### src/rtl/remap_cfg_pkg.sv
package remap_cfg_pkg;
  localparam int SHAPE_W  = 32;
  localparam int NSHAPE   = 4;
  localparam int NSLOT    = 5;
  localparam int SEL_W    = 2;
  localparam int BASE_W   = 5;
  localparam int ELW_W    = 2;
  localparam int DFIELD_W = 6;
  localparam int STATE_W  = 64;
  localparam int SEL_LSB  = 32;
  localparam int EN_LSB   = 42;
  localparam int PST_BIT  = 62;
  localparam logic [2:0] PERM_XY = 3'b110;
  localparam logic [2:0] PERM_YX = 3'b111;

  typedef enum logic [1:0] {ST_IDLE, ST_DIV, ST_APPLY} cfg_state_e;

  function automatic logic [SHAPE_W-1:0] build_shape(
    input logic [ELW_W-1:0]    elw,
    input logic                skip,
    input logic                yx,
    input logic [BASE_W-1:0]   base,
    input logic [DFIELD_W-1:0] ydim,
    input logic [DFIELD_W-1:0] xdim
  );
    logic [SHAPE_W-1:0] w;
    logic [BASE_W+1:0]  sh;
    sh = {base, 2'b00};
    w = '0;
    w[29:28] = elw;
    w[23]    = skip;
    w[20:18] = yx ? PERM_YX : PERM_XY;
    w[17:12] = sh[DFIELD_W-1:0];
    w[11:6]  = ydim;
    w[5:0]   = xdim;
    return w;
  endfunction
endpackage

### src/rtl/remap_ceil_div.sv
module remap_ceil_div #(
  parameter int NUM_W = 8,
  parameter int DEN_W = 6
) (
  input  logic             clk_i,
  input  logic             rst_ni,
  input  logic             start_i,
  input  logic [NUM_W-1:0] num_i,
  input  logic [DEN_W-1:0] den_i,
  output logic             done_o,
  output logic [NUM_W-1:0] quo_o
);
  localparam int CNT_W = $clog2(NUM_W + 1);
  localparam int PW    = NUM_W + DEN_W + 1;

  logic [NUM_W-1:0] dvd_q, num_q, quo_q;
  logic [DEN_W-1:0] den_q;
  logic [DEN_W:0]   rem_q, trial;
  logic [CNT_W-1:0] cnt_q;
  logic             done_q, ge;

  assign trial = {rem_q[DEN_W-1:0], dvd_q[NUM_W-1]};
  assign ge    = trial >= {1'b0, den_q};

  always_ff @(posedge clk_i or negedge rst_ni) begin
    if (!rst_ni) begin
      dvd_q  <= '0;
      num_q  <= '0;
      quo_q  <= '0;
      den_q  <= '0;
      rem_q  <= '0;
      cnt_q  <= '0;
      done_q <= 1'b0;
    end else if (start_i) begin
      dvd_q  <= num_i;
      num_q  <= num_i;
      den_q  <= den_i;
      rem_q  <= '0;
      quo_q  <= '0;
      cnt_q  <= CNT_W'(NUM_W);
      done_q <= 1'b0;
    end else if (cnt_q != '0) begin
      dvd_q  <= dvd_q << 1;
      rem_q  <= ge ? (trial - {1'b0, den_q}) : trial;
      quo_q  <= {quo_q[NUM_W-2:0], ge};
      cnt_q  <= cnt_q - 1'b1;
      done_q <= (cnt_q == CNT_W'(1));
    end else begin
      done_q <= 1'b0;
    end
  end

  assign done_o = done_q;
  assign quo_o  = quo_q;

  // floor(num/den) bounds; top feeds num = maxvl + den - 1 for a ceiling
  assert_quo_low_R7: assert property (@(posedge clk_i) disable iff (!rst_ni)
    done_o |-> (PW'(quo_q) * PW'(den_q)) <= PW'(num_q));
  assert_quo_high_R7: assert property (@(posedge clk_i) disable iff (!rst_ni)
    (done_o && den_q != '0) |-> (PW'(quo_q) + PW'(1)) * PW'(den_q) > PW'(num_q));
endmodule

### src/rtl/remap_slot_alloc.sv
module remap_slot_alloc #(
  parameter int NSLOT = 5,
  parameter int SEL_W = 2,
  localparam int CNT_W = $clog2(NSLOT + 1)
) (
  input  logic [NSLOT-1:0]             mask_i,
  output logic [NSLOT-1:0][SEL_W-1:0]  idx_o,
  output logic [CNT_W-1:0]             cnt_o
);
  always_comb begin
    logic [CNT_W-1:0] acc;
    acc = '0;
    for (int k = 0; k < NSLOT; k++) begin
      idx_o[k] = acc[SEL_W-1:0];  // wraps modulo shape count
      acc = acc + CNT_W'(mask_i[k]);
    end
    cnt_o = acc;
  end
endmodule

### src/rtl/remap_assign_unit.sv
module remap_assign_unit
  import remap_cfg_pkg::*;
#(
  parameter int MAXVL_W = 7,
  parameter int DIM_W   = 5
) (
  input  logic                      clk_i,
  input  logic                      rst_ni,
  input  logic                      cmd_valid_i,
  input  logic                      cmd_mode_i,
  input  logic [NSLOT-1:0]          cmd_mask_i,
  input  logic [DIM_W-1:0]          cmd_dim_i,
  input  logic [BASE_W-1:0]         cmd_base_i,
  input  logic [ELW_W-1:0]          cmd_elw_i,
  input  logic                      cmd_yx_i,
  input  logic                      cmd_skip_i,
  input  logic [MAXVL_W-1:0]        cmd_maxvl_i,
  output logic                      done_o,
  output logic [NSHAPE*SHAPE_W-1:0] shapes_o,
  output logic [STATE_W-1:0]        remap_state_o
);
  localparam int NUM_W  = MAXVL_W + 1;
  localparam int DEN_W  = DIM_W + 1;
  localparam int CNT_W  = $clog2(NSLOT + 1);
  localparam int SLOT_W = NSLOT - SEL_W;

  cfg_state_e               state_q;
  logic                     mode_q, yx_q, skip_q, done_q, persist_q;
  logic [NSLOT-1:0]         mask_q, en_q;
  logic [DIM_W-1:0]         dim_q;
  logic [BASE_W-1:0]        base_q;
  logic [ELW_W-1:0]         elw_q;
  logic [SHAPE_W-1:0]       shape_q [NSHAPE];
  logic [SEL_W-1:0]         sel_q   [NSLOT];
  logic                     div_start, div_done, apply;
  logic [NUM_W-1:0]         quo, quo_m1;
  logic [DFIELD_W-1:0]      ydim_enc;
  logic [SHAPE_W-1:0]       word;
  logic [NSLOT-1:0][SEL_W-1:0] alloc_idx;
  logic [CNT_W-1:0]         alloc_cnt;
  logic [SLOT_W-1:0]        slot_code;
  logic [SEL_W-1:0]         shp_code;

  assign div_start = (state_q == ST_IDLE) && cmd_valid_i;
  assign apply     = (state_q == ST_APPLY);
  assign slot_code = mask_q[NSLOT-1:SEL_W];
  assign shp_code  = mask_q[SEL_W-1:0];

  remap_ceil_div #(.NUM_W(NUM_W), .DEN_W(DEN_W)) u_div (
    .clk_i   (clk_i),
    .rst_ni  (rst_ni),
    .start_i (div_start),
    .num_i   (NUM_W'(cmd_maxvl_i) + NUM_W'(cmd_dim_i)),
    .den_i   (DEN_W'(cmd_dim_i) + DEN_W'(1)),
    .done_o  (div_done),
    .quo_o   (quo)
  );

  remap_slot_alloc #(.NSLOT(NSLOT), .SEL_W(SEL_W)) u_alloc (
    .mask_i (mask_q),
    .idx_o  (alloc_idx),
    .cnt_o  (alloc_cnt)
  );

  assign quo_m1 = quo - NUM_W'(1);
  always_comb begin
    ydim_enc = '0;
    if (yx_q && !skip_q && quo != '0) ydim_enc = quo_m1[DFIELD_W-1:0];
  end

  assign word = build_shape(elw_q, skip_q, yx_q, base_q, ydim_enc, DFIELD_W'(dim_q));

  always_ff @(posedge clk_i or negedge rst_ni) begin
    if (!rst_ni) begin
      state_q <= ST_IDLE;
      done_q  <= 1'b0;
      mode_q  <= 1'b0;
      mask_q  <= '0;
      dim_q   <= '0;
      base_q  <= '0;
      elw_q   <= '0;
      yx_q    <= 1'b0;
      skip_q  <= 1'b0;
    end else begin
      done_q <= apply;
      unique case (state_q)
        ST_IDLE: if (cmd_valid_i) begin
          state_q <= ST_DIV;
          mode_q  <= cmd_mode_i;
          mask_q  <= cmd_mask_i;
          dim_q   <= cmd_dim_i;
          base_q  <= cmd_base_i;
          elw_q   <= cmd_elw_i;
          yx_q    <= cmd_yx_i;
          skip_q  <= cmd_skip_i;
        end
        ST_DIV:   if (div_done) state_q <= ST_APPLY;
        ST_APPLY: state_q <= ST_IDLE;
        default:  state_q <= ST_IDLE;
      endcase
    end
  end

  always_ff @(posedge clk_i or negedge rst_ni) begin
    if (!rst_ni) begin
      for (int j = 0; j < NSHAPE; j++) shape_q[j] <= '0;
    end else if (apply) begin
      for (int j = 0; j < NSHAPE; j++) begin
        if (!mode_q) shape_q[j] <= (alloc_cnt > CNT_W'(j)) ? word : '0;
        else if (shp_code == SEL_W'(j)) shape_q[j] <= word;
      end
    end
  end

  always_ff @(posedge clk_i or negedge rst_ni) begin
    if (!rst_ni) begin
      for (int k = 0; k < NSLOT; k++) sel_q[k] <= '0;
      en_q      <= '0;
      persist_q <= 1'b0;
    end else if (apply) begin
      persist_q <= mode_q;
      for (int k = 0; k < NSLOT; k++) begin
        if (!mode_q) begin
          sel_q[k] <= mask_q[k] ? alloc_idx[k] : '0;
          en_q[k]  <= mask_q[k];
        end else if (slot_code == SLOT_W'(k)) begin
          sel_q[k] <= shp_code;
          en_q[k]  <= 1'b1;
        end
      end
    end
  end

  always_comb begin
    remap_state_o = '0;
    for (int k = 0; k < NSLOT; k++) remap_state_o[SEL_LSB + SEL_W*k +: SEL_W] = sel_q[k];
    remap_state_o[EN_LSB +: NSLOT] = en_q;
    remap_state_o[PST_BIT]         = persist_q;
  end

  for (genvar j = 0; j < NSHAPE; j++) begin : g_shape
    assign shapes_o[j*SHAPE_W +: SHAPE_W] = shape_q[j];

    assert_perm_code_R6: assert property (@(posedge clk_i) disable iff (!rst_ni)
      (shape_q[j] != '0) |-> (shape_q[j][20:19] == 2'b11));
    assert_m1_keep_R5: assert property (@(posedge clk_i) disable iff (!rst_ni)
      (apply && mode_q && shp_code != SEL_W'(j)) |=> $stable(shape_q[j]));
  end

  assign done_o = done_q;

  assert_done_pulse_R8: assert property (@(posedge clk_i) disable iff (!rst_ni)
    done_o |=> !done_o);
  assert_done_after_apply_R8: assert property (@(posedge clk_i) disable iff (!rst_ni)
    apply |=> done_o);
  assert_m0_persist_R4: assert property (@(posedge clk_i) disable iff (!rst_ni)
    (apply && !mode_q) |=> !persist_q);
  assert_m0_enable_R3: assert property (@(posedge clk_i) disable iff (!rst_ni)
    (apply && !mode_q) |=> (en_q == $past(mask_q)));
  assert_m1_persist_R5: assert property (@(posedge clk_i) disable iff (!rst_ni)
    (apply && mode_q) |=> persist_q);
endmodule

### config.mk
export PLATFORM = sky130hd
export DESIGN_NAME = remap_assign_unit
export DESIGN_NICKNAME = d
export VERILOG_FILES = /design/src/rtl/remap_cfg_pkg.sv /design/src/rtl/remap_ceil_div.sv /design/src/rtl/remap_slot_alloc.sv /design/src/rtl/remap_assign_unit.sv
export SDC_FILE = /design/constraint.sdc
export NUM_CORES = 1
export LEC_CHECK = 0
export ABC_AREA = 1
export BUFFER_PORTS_ARGS = -buffer_cell sky130_fd_sc_hd__buf_2
export CAP_MARGIN = 20
export CORE_MARGIN = 2
export CORE_UTILIZATION = 53
export CTS_CLUSTER_SIZE = 25
export DETAILED_ROUTE_END_ITERATION = 10
export PLACE_DENSITY = 0.81
export REMOVE_ABC_BUFFERS = 1
export SYNTH_ARGS = -nofsm -noshare
export SYNTH_HDL_FRONTEND = slang
export SYNTH_HIERARCHICAL = 1
export SYNTH_SLANG_ARGS = --single-unit
### constraint.sdc
create_clock -name clk_i -period 4.2 [get_ports clk_i]
set_clock_uncertainty 0.2 [all_clocks]
set_input_delay 0.21 -clock clk_i [delete_from_list [all_inputs] [get_ports clk_i]]
set_output_delay 0.21 -clock clk_i [all_outputs]
set_load 0.01 [all_outputs]
* Yosys cells after proc, flatten, opt, wreduce, memory -nomap -nowiden
Cells that the tools add are included.
** Word-level totals
- Register bits :: 199
- Bits in latches :: 0
- Memory bits (writable) :: 0
- Bits in read-only memories :: 0
- Memories kept :: 0
** Cells by class
- $add $sub $neg :: 9
- $mul :: 0
- Divide/modulo/power cells :: 0
- $lt $le $gt $ge :: 5
- Equal/unequal tests :: 21
- Shifts and indexed selects :: 0
- Muxes and demuxes :: 52
- Bitwise logic cells :: 0
- Reduce and logical (&&, ||, !) cells :: 21
** Operators by type and width (number)
- $mux 32 :: 8
- $mux 30 :: 4
- $mux 8 :: 4
- $mux 2 :: 15
- $mux 6 :: 4
- $reduce_and 2->1 :: 11
- $ne 2x1->1 const B :: 10
- $mux 1 :: 14
- $add 3x1->3 :: 3
- $add 7x5->8 :: 1
- $mux 4 :: 2
- $reduce_bool 8->1 :: 1
- $ge 7x6->1 :: 1
- $add 5x1->6 const B :: 1
- $eq 2x2->1 const B :: 3
- $eq 3x2->1 const B :: 2
- $gt 3x1->1 const B :: 2
- $gt 3x2->1 const B :: 2
- $sub 6x1->6 const B :: 1
- $sub 6x6->6 :: 1
- $eq 2x1->1 const B :: 2
- $eq 4x1->1 const B :: 1
- $logic_not 2->1 :: 2
- $pmux 2 s2 :: 1
- 10 further kinds :: 12

* Depth between registers and ports, before layout
Gate-level depths: netlist (run 1).
- Word-level depth :: 7
- Mapped depth :: 16
- Mapped depth without buffers :: 15

* Hierarchy
The synthesis (run 1) kept the hierarchy.
** By module, submodules not included
- remap_assign_unit :: instances 1, cells each 704, area an instance 5865.6 um2
- remap_ceil_div :: instances 1, cells each 209, area an instance 1762.9 um2
- remap_slot_alloc :: instances 1, cells each 22, area an instance 173.9 um2

* Least setup slack after synthesis (run 1)
No wires, ideal clock.
- Path type :: register -> register
- Start point :: register mask_q[0]
- End point :: register shape_q, in the netlist shapes_o[50]
- Setup time :: 0.117 ns
- Arrival time :: 2.763 ns
- Data required time :: 3.883 ns
- Slack :: 1.120 ns
- Stages on the path, launching flop included :: 15
- Path buffers :: 1
- Period minus slack after synthesis :: 3.080 ns
- Cells stage by stage :: dfrtp_1 inv_1 fa_1 inv_1 ha_1 fa_1 ha_1 inv_1 nand2_1 nand2_1 nor3_1 nor2_4 buf_4 nand2_1 nand2_1
** RTL lines
- start, declared :: line remap_assign_unit.sv:29 : logic [NSLOT-1:0] mask_q, en_q;
- start signal, assigned :: line remap_assign_unit.sv:90 : mask_q <= cmd_mask_i;
- end signal, assigned by index :: line remap_assign_unit.sv:109 : if (!mode_q) shape_q[j] <= (alloc_cnt > CNT_W'(j)) ? word : '0;
- end signal, assigned by index :: line remap_assign_unit.sv:110 : else if (shp_code == SEL_W'(j)) shape_q[j] <= word;
- end, declared :: line remap_assign_unit.sv:33 : logic [SHAPE_W-1:0] shape_q [NSHAPE];

==> run summary, run 1 <==
Run status: completed
Seq cells post-synth: 151
Crit. End Element: register
Fin. Hold Viols: 0
I/O Buffers: 129
Met1 Routed Length: 7478 µm
DRT antenna net count: 0
Die Wd: 125.3 µm
Clock Tree Buf Depth: 2
Vias in the first global route: 6015
Clock slew at reported path FFs: 0.06 ns
Commonest cells after routing, fill and taps aside: nand2_1, dfrtp_1, buf_2
Synth top area cells: dfrtp_1, nand2_1, buf_4
Largest fanout on the critical path: 19
DR iter-0 viols: 494
Synth top area share: 48.43%
Antenna Cells: 0
Max-cap violation count: 0
Final setup fails: 0
Slew headroom: 54.57%
Drt total wl: 18150 µm
Critical setup path kind: register to register
Final hold slack: 0.1004 ns
Grt ovf: 0
Synth warn: 6
CP Launch Type: register
Initial antenna violation count: 0
Ys async rst share: 100.0%
Worst-Skew Late Latency: 0.43 ns
Largest net degree at the start of global routing: 76
Area growth syn-to-layout: 15.30%
Leak: 5.227 nW
WL met2: 9078 µm
Actual slew at the worst max-slew pin: 0.6815 ns
Slew Viols, Final: 0
Tot GR Track Use: 23.63%
Peak VDD IR: 0.3520 mV
Met3 WL post-DR: 1212 µm
EDFF count, synth: 0
First-pass GRT wire length: 29580 µm
Min cycle time layout: 3.636 ns
Initial core utilization: 53.89%
Part of the Yosys area used for sequential elements: 48.43%
Setup TNS: 0 ns
Post-Syn Area: 0.007802 mm²
Per-cell routed wire length: 14.26 µm
Cell row count: 44
Worst EP required: 4.35 ns
Hold Path Class: input pin to register
Arrival time of the worst setup path: 3.78 ns
Die area: 0.01571 mm²
GP Congestion: 0.8643
CTS tree: done
Vias/cell: 4.958
Total CTS buffers: 17
Vias: 6311
CTS root buf: clkbuf_16
CTS Sinks: 151
DRC viols: 0
# IOs: 223
Primary FF master, synth: dfrtp_1
CTS HTree Levels: 4
DRT Pass-1 Iters: 5
Count of cell types in the netlist: 39
Commonest non-fill, non-tap cell in the layout: nand2_1
Uppermost layer routed: met4
Pwr dens: 745.7 mW/mm²
Core area: 0.01448 mm²
Gate Count Post-Synth: 935
Ratio of final minimum period to clock period: 86.58%
Synthesized area per cell: 8.345 µm²
RSZ-0062 raised after global routing: no
Max frequency: 275.0 MHz
NumNets Final: 1133
Share of layout cells above drive strength 1: 16.80%
Dpl hpwl: 11850 µm
Die Y: 125.3 µm
Area leader, netlist: dfrtp_1
-- per-stage QoR --
stage	setup WS [ns]	utilization (%)	instance area, µm²	cells	power [mW]
global placement	0.7628	56.40	8167	1219	4.999
finish	0.5635	62.13	8996	1273	6.709
CTS	0.6194	62.13	8996	1273	6.706
detailed placement	0.6580	56.40	8167	1219	5.100
floorplan	1.162	-	7254	902	4.208
global route	0.3141	62.13	8996	1273	7.225
-- flip-flops by register name, indices dropped and copies added, names as in the netlist, 2 cells and up --
register and flops:
u_div/den_q 6, u_div/cnt_q 4, u_div/dvd_q 8, base_q 4, state_q 2, u_div/quo_o 8
u_div/rem_q 6, en_q 5, mask_q 5, elw_q 2, dim_q 5, shapes_o 80
remap_state_o 10
-- final cells by class --
type	count	area [µm²]
multi-input cells	674	3187
inverters	77	289.0
fillers	1214	5483
flip-flops and latches	151	3779
clock buffers	18	429.2
repair buffers	156	912.1
well taps	184	230.2
clock inverters	13	170.2
-- worst max-delay path, cell delays in order (launching register included) --
cell and delay, ns:
dfrtp_1 0.49, inv_1 0.11, fa_1 0.54, inv_1 0.05, ha_1 0.19, fa_1 0.49
ha_1 0.24, inv_1 0.05, nand2_1 0.05, nand2_1 0.10, nor2_1 0.10, nand2_1 0.09
inv_1 0.06, nor2_4 0.50, inv_1 0.13, o21ai_1 0.16
-- timing repair --
action / CTS / global route
resized for setup: 0 / 0
hold buffers: 23 / 0
hold endpoints to repair: 100 / 0
buffers inserted: 0 / 0
-- per-layer routing --
metal / vias to the layer above / GRT usage, %
li1: 3023 / -
met1: 2999 / 30.33
met2: 256 / 39.45
met3: 33 / 4.878
met4: 0 / 9.412
met5: - / 0
-- power breakdown --
part           total [mW]  switching [mW]  internal [mW]
Combinational        2.69            1.72          0.975
Clock                1.56           0.619          0.938
Sequential           2.46           0.451           2.01
-- cell families (layout without fill, tap and decap cells) --
family,after synthesis,after routing,synth area share (%)
buffers and inverters,203,264,15.20
other,2,95,0.09625
DFF,151,151,48.43
xor gates and xnor gates,11,11,1.235
AOI/OAI and AO/OA,61,61,4.554
adders and majority gates,26,26,4.554
and+or+nand+nor,481,481,25.93
-- final timing paths --
kind,startpoint,end,slack (ns),depth (start not counted)
max,mask_q[0]$_DFFE_PN0P_,shapes_o[87]$_DFFE_PN0P_,0.56,15
min,cmd_maxvl_i[2],u_div/dvd_q[2]$_DFFE_PN0P_,0.10,5
max reg2reg,mask_q[0]$_DFFE_PN0P_,shapes_o[87]$_DFFE_PN0P_,0.56,15
min reg2reg,u_div/done_o$_DFF_PN0_,state_q[0]$_DFFE_PN0P_,0.26,1
max in group asynchronous,rst_ni,shapes_o[11]$_DFFE_PN0P_,2.64,3
min in group asynchronous,rst_ni,u_div/quo_o[0]$_DFFE_PN0P_,0.17,2
-- synth_stat cells, types with 2 or more instances --
cell type and n:
nand2_1 361, dfrtp_1 151, buf_4 106, inv_1 74, nand3_1 56, nor2_1 33
o21ai_0 28, ha_1 22, a21oi_1 11, buf_2 9, clkbuf_1 8, nand4_1 8
xor2_1 8, o22ai_1 7, a31oi_1 6, fa_1 4, nand3_2 4, nor2_4 4
nand2_2 3, nor2_2 3, o221ai_1 3, xnor2_1 3, buf_6 2, clkinv_1 2
conb_1 2, nand3_4 2, nor3_1 2, o31ai_1 2
(Power assumes the default switching activity.)
==> run 2, diff against run 1 <==
--- a/config.mk
+++ b/config.mk
@@ -8,6 +8,7 @@
 export ABC_AREA = 1
 export BUFFER_PORTS_ARGS = -buffer_cell sky130_fd_sc_hd__buf_2
 export CAP_MARGIN = 20
+export CORE_ASPECT_RATIO = 1.25
 export CORE_MARGIN = 2
 export CORE_UTILIZATION = 53
 export CTS_CLUSTER_SIZE = 25
==> run summary, run 2 (synthesis gave the netlist of run 1 again) <==
Run status: completed
CP Launch Type: register
Final setup fails: 0
Dpl hpwl: 12210 µm
Max frequency: 279.0 MHz
Worst-Skew Late Latency: 0.42 ns
Die area: 0.01571 mm²
R2R setup slack: 0.62 ns
Fill cells: 1216
Per-cell routed wire length: 14.10 µm
Arrival time of the worst setup path: 3.73 ns
Vias/cell: 5.006
Crit. End Element: register
Largest fanout on the critical path: 19
DRT antenna net count: 0
Min-Delay Startpoint: cmd_maxvl_i[2]
Total Power: 6.655 mW
Reg-to-Reg Start: mask_q[0]$_DFFE_PN0P_
# Post-CTS Setup Buffers: 0
Grt ovf: 0
Worst R2R End: shapes_o[87]$_DFFE_PN0P_
GP Congestion: 0.8734
Switching Share: 42.52%
DR iter-0 viols: 408
Peak VDD IR: 0.4913 mV
First-pass GRT wire length: 29120 µm
Pwr dens: 741.8 mW/mm²
Critical setup path kind: register to register
Min cycle time layout: 3.584 ns
Met1 Routed Length: 6911 µm
Max-cap violation count: 0
Slew Viols, Final: 0
CTS HTree Levels: 4
Die Y: 139.7 µm
Area growth syn-to-layout: 14.98%
Clock slew at reported path FFs: 0.07 ns
CTS Sinks: 151
Initial core utilization: 54.16%
CTS tree: done
P_sw: 2.830 mW
Initial antenna violation count: 0
Int Pwr: 3.825 mW
CTS root buf: clkbuf_16
Met3 WL post-DR: 1099 µm
Gate power share: 40.5%
RSZ-0062 raised after global routing: no
Worst hold path cell count: 5
Max FFs per register: 80
DRC viols: 0
Clock group share of total power: 22.6%
Slew headroom: 46.13%
Largest net degree at the start of global routing: 93
Die Wd: 112.5 µm
Ratio of final minimum period to clock period: 85.33%
Core area: 0.01441 mm²
Cts hold-fix bufs: 23
Worst EP required: 4.35 ns
Actual slew at the worst max-slew pin: 0.8080 ns
DRT Pass-1 Iters: 5
NumNets Final: 1133
Commonest non-fill, non-tap cell in the layout: nand2_1
Multi-input gate area: 0.003187 mm²
Setup TNS: 0 ns
Reg area: 0.003779 mm²
WL met2: 9322 µm
Total CTS buffers: 17
Fin cells: 1268
Share of layout cells above drive strength 1: 16.97%
Uppermost layer routed: met4
Hold Path Class: input pin to register
Fin. Hold Viols: 0
Cell row count: 49
Flop pwr share: 36.9%
Placed Instances: 1213
Final core utilization: 62.27%
# IOs: 223
Tot GR Track Use: 23.08%
Commonest cells after routing, fill and taps aside: nand2_1, dfrtp_1, buf_2
Hold EP: u_div/dvd_q[2]$_DFFE_PN0P_
Post-CTS sizing: 0
I/O Buffers: 129
Clock Tree Buf Depth: 2
R2R depth: 15
Leak: 5.226 nW
Vias in the first global route: 6140
Vias: 6348
Antenna Cells: 0
Drt total wl: 17880 µm
-- run 2: cell types whose count changed in the layout (fill, tap and decap cells not counted) --
cell	before	now
inv_8	0	4
clkinvlp_4	3	2
clkbuf_1	1	0
inv_6	4	5
bufinv_16	3	1
-- run 2: worst max-delay path by stage --
stage / startpoint / endpoint / slack, ns / cells after the start
floorplan: mask_q[0]$_DFFE_PN0P_ / shapes_o[87]$_DFFE_PN0P_ / 1.16 / 15
global placement: mask_q[0]$_DFFE_PN0P_ / shapes_o[87]$_DFFE_PN0P_ / 0.80 / 15
detailed placement: mask_q[0]$_DFFE_PN0P_ / shapes_o[87]$_DFFE_PN0P_ / 0.68 / 15
CTS: mask_q[0]$_DFFE_PN0P_ / shapes_o[87]$_DFFE_PN0P_ / 0.63 / 15
global route: mask_q[0]$_DFFE_PN0P_ / shapes_o[87]$_DFFE_PN0P_ / 0.39 / 15
finish: mask_q[0]$_DFFE_PN0P_ / shapes_o[87]$_DFFE_PN0P_ / 0.62 / 15
-- run 2: worst max-delay path, cell delays in order (launching register included) --
cell	delay, ns
dfrtp_1	0.49
inv_1	0.10
fa_1	0.53
inv_1	0.05
ha_1	0.19
fa_1	0.47
ha_1	0.23
inv_1	0.06
nand2_1	0.05
nand2_1	0.10
nor2_1	0.10
nand2_1	0.09
inv_1	0.06
nor2_4	0.46
inv_1	0.15
o21ai_1	0.16
-- run 2: per-stage QoR --
step | hold slack (ns) | cell area (µm²) | setup slack [ns]
after CTS | 0.1048 | 8971 | 0.6324
final | 0.1149 | 8971 | 0.6160
after floorplan | -0.2856 | 7254 | 1.162
after detailed placement | 0.1389 | 8159 | 0.6792
after global routing | 0.1557 | 8971 | 0.3861
after global placement | 0.1359 | 8159 | 0.7993
-- run 2: layer usage --
layer	global-route usage, %	vias up
met3	3.615	39
met5	0	-
met1	27.52	3031
met2	40.93	254
li1	-	3024
met4	10.40	0
-- run 2: power by group through the flow --
stage / Clock (mW) / Sequential [mW] / Combinational, mW
after CTS: 1.51 / 2.45 / 2.69
after detailed placement: 0 / 2.47 / 2.65
after floorplan: 0 / 2.53 / 1.68
after global placement: 0 / 2.45 / 2.54
final: 1.50 / 2.46 / 2.70
after global routing: 1.58 / 2.53 / 3.06
-- run 2: cell type report --
type / instances / area share (%)
clock buffers: 17 / 4.742
flip-flops and latches: 151 / 42.12
clock inverters: 15 / 1.743
repair buffers: 156 / 10.17
well taps: 178 / 2.483
inverters: 77 / 3.222
multi-input cells: 674 / 35.52
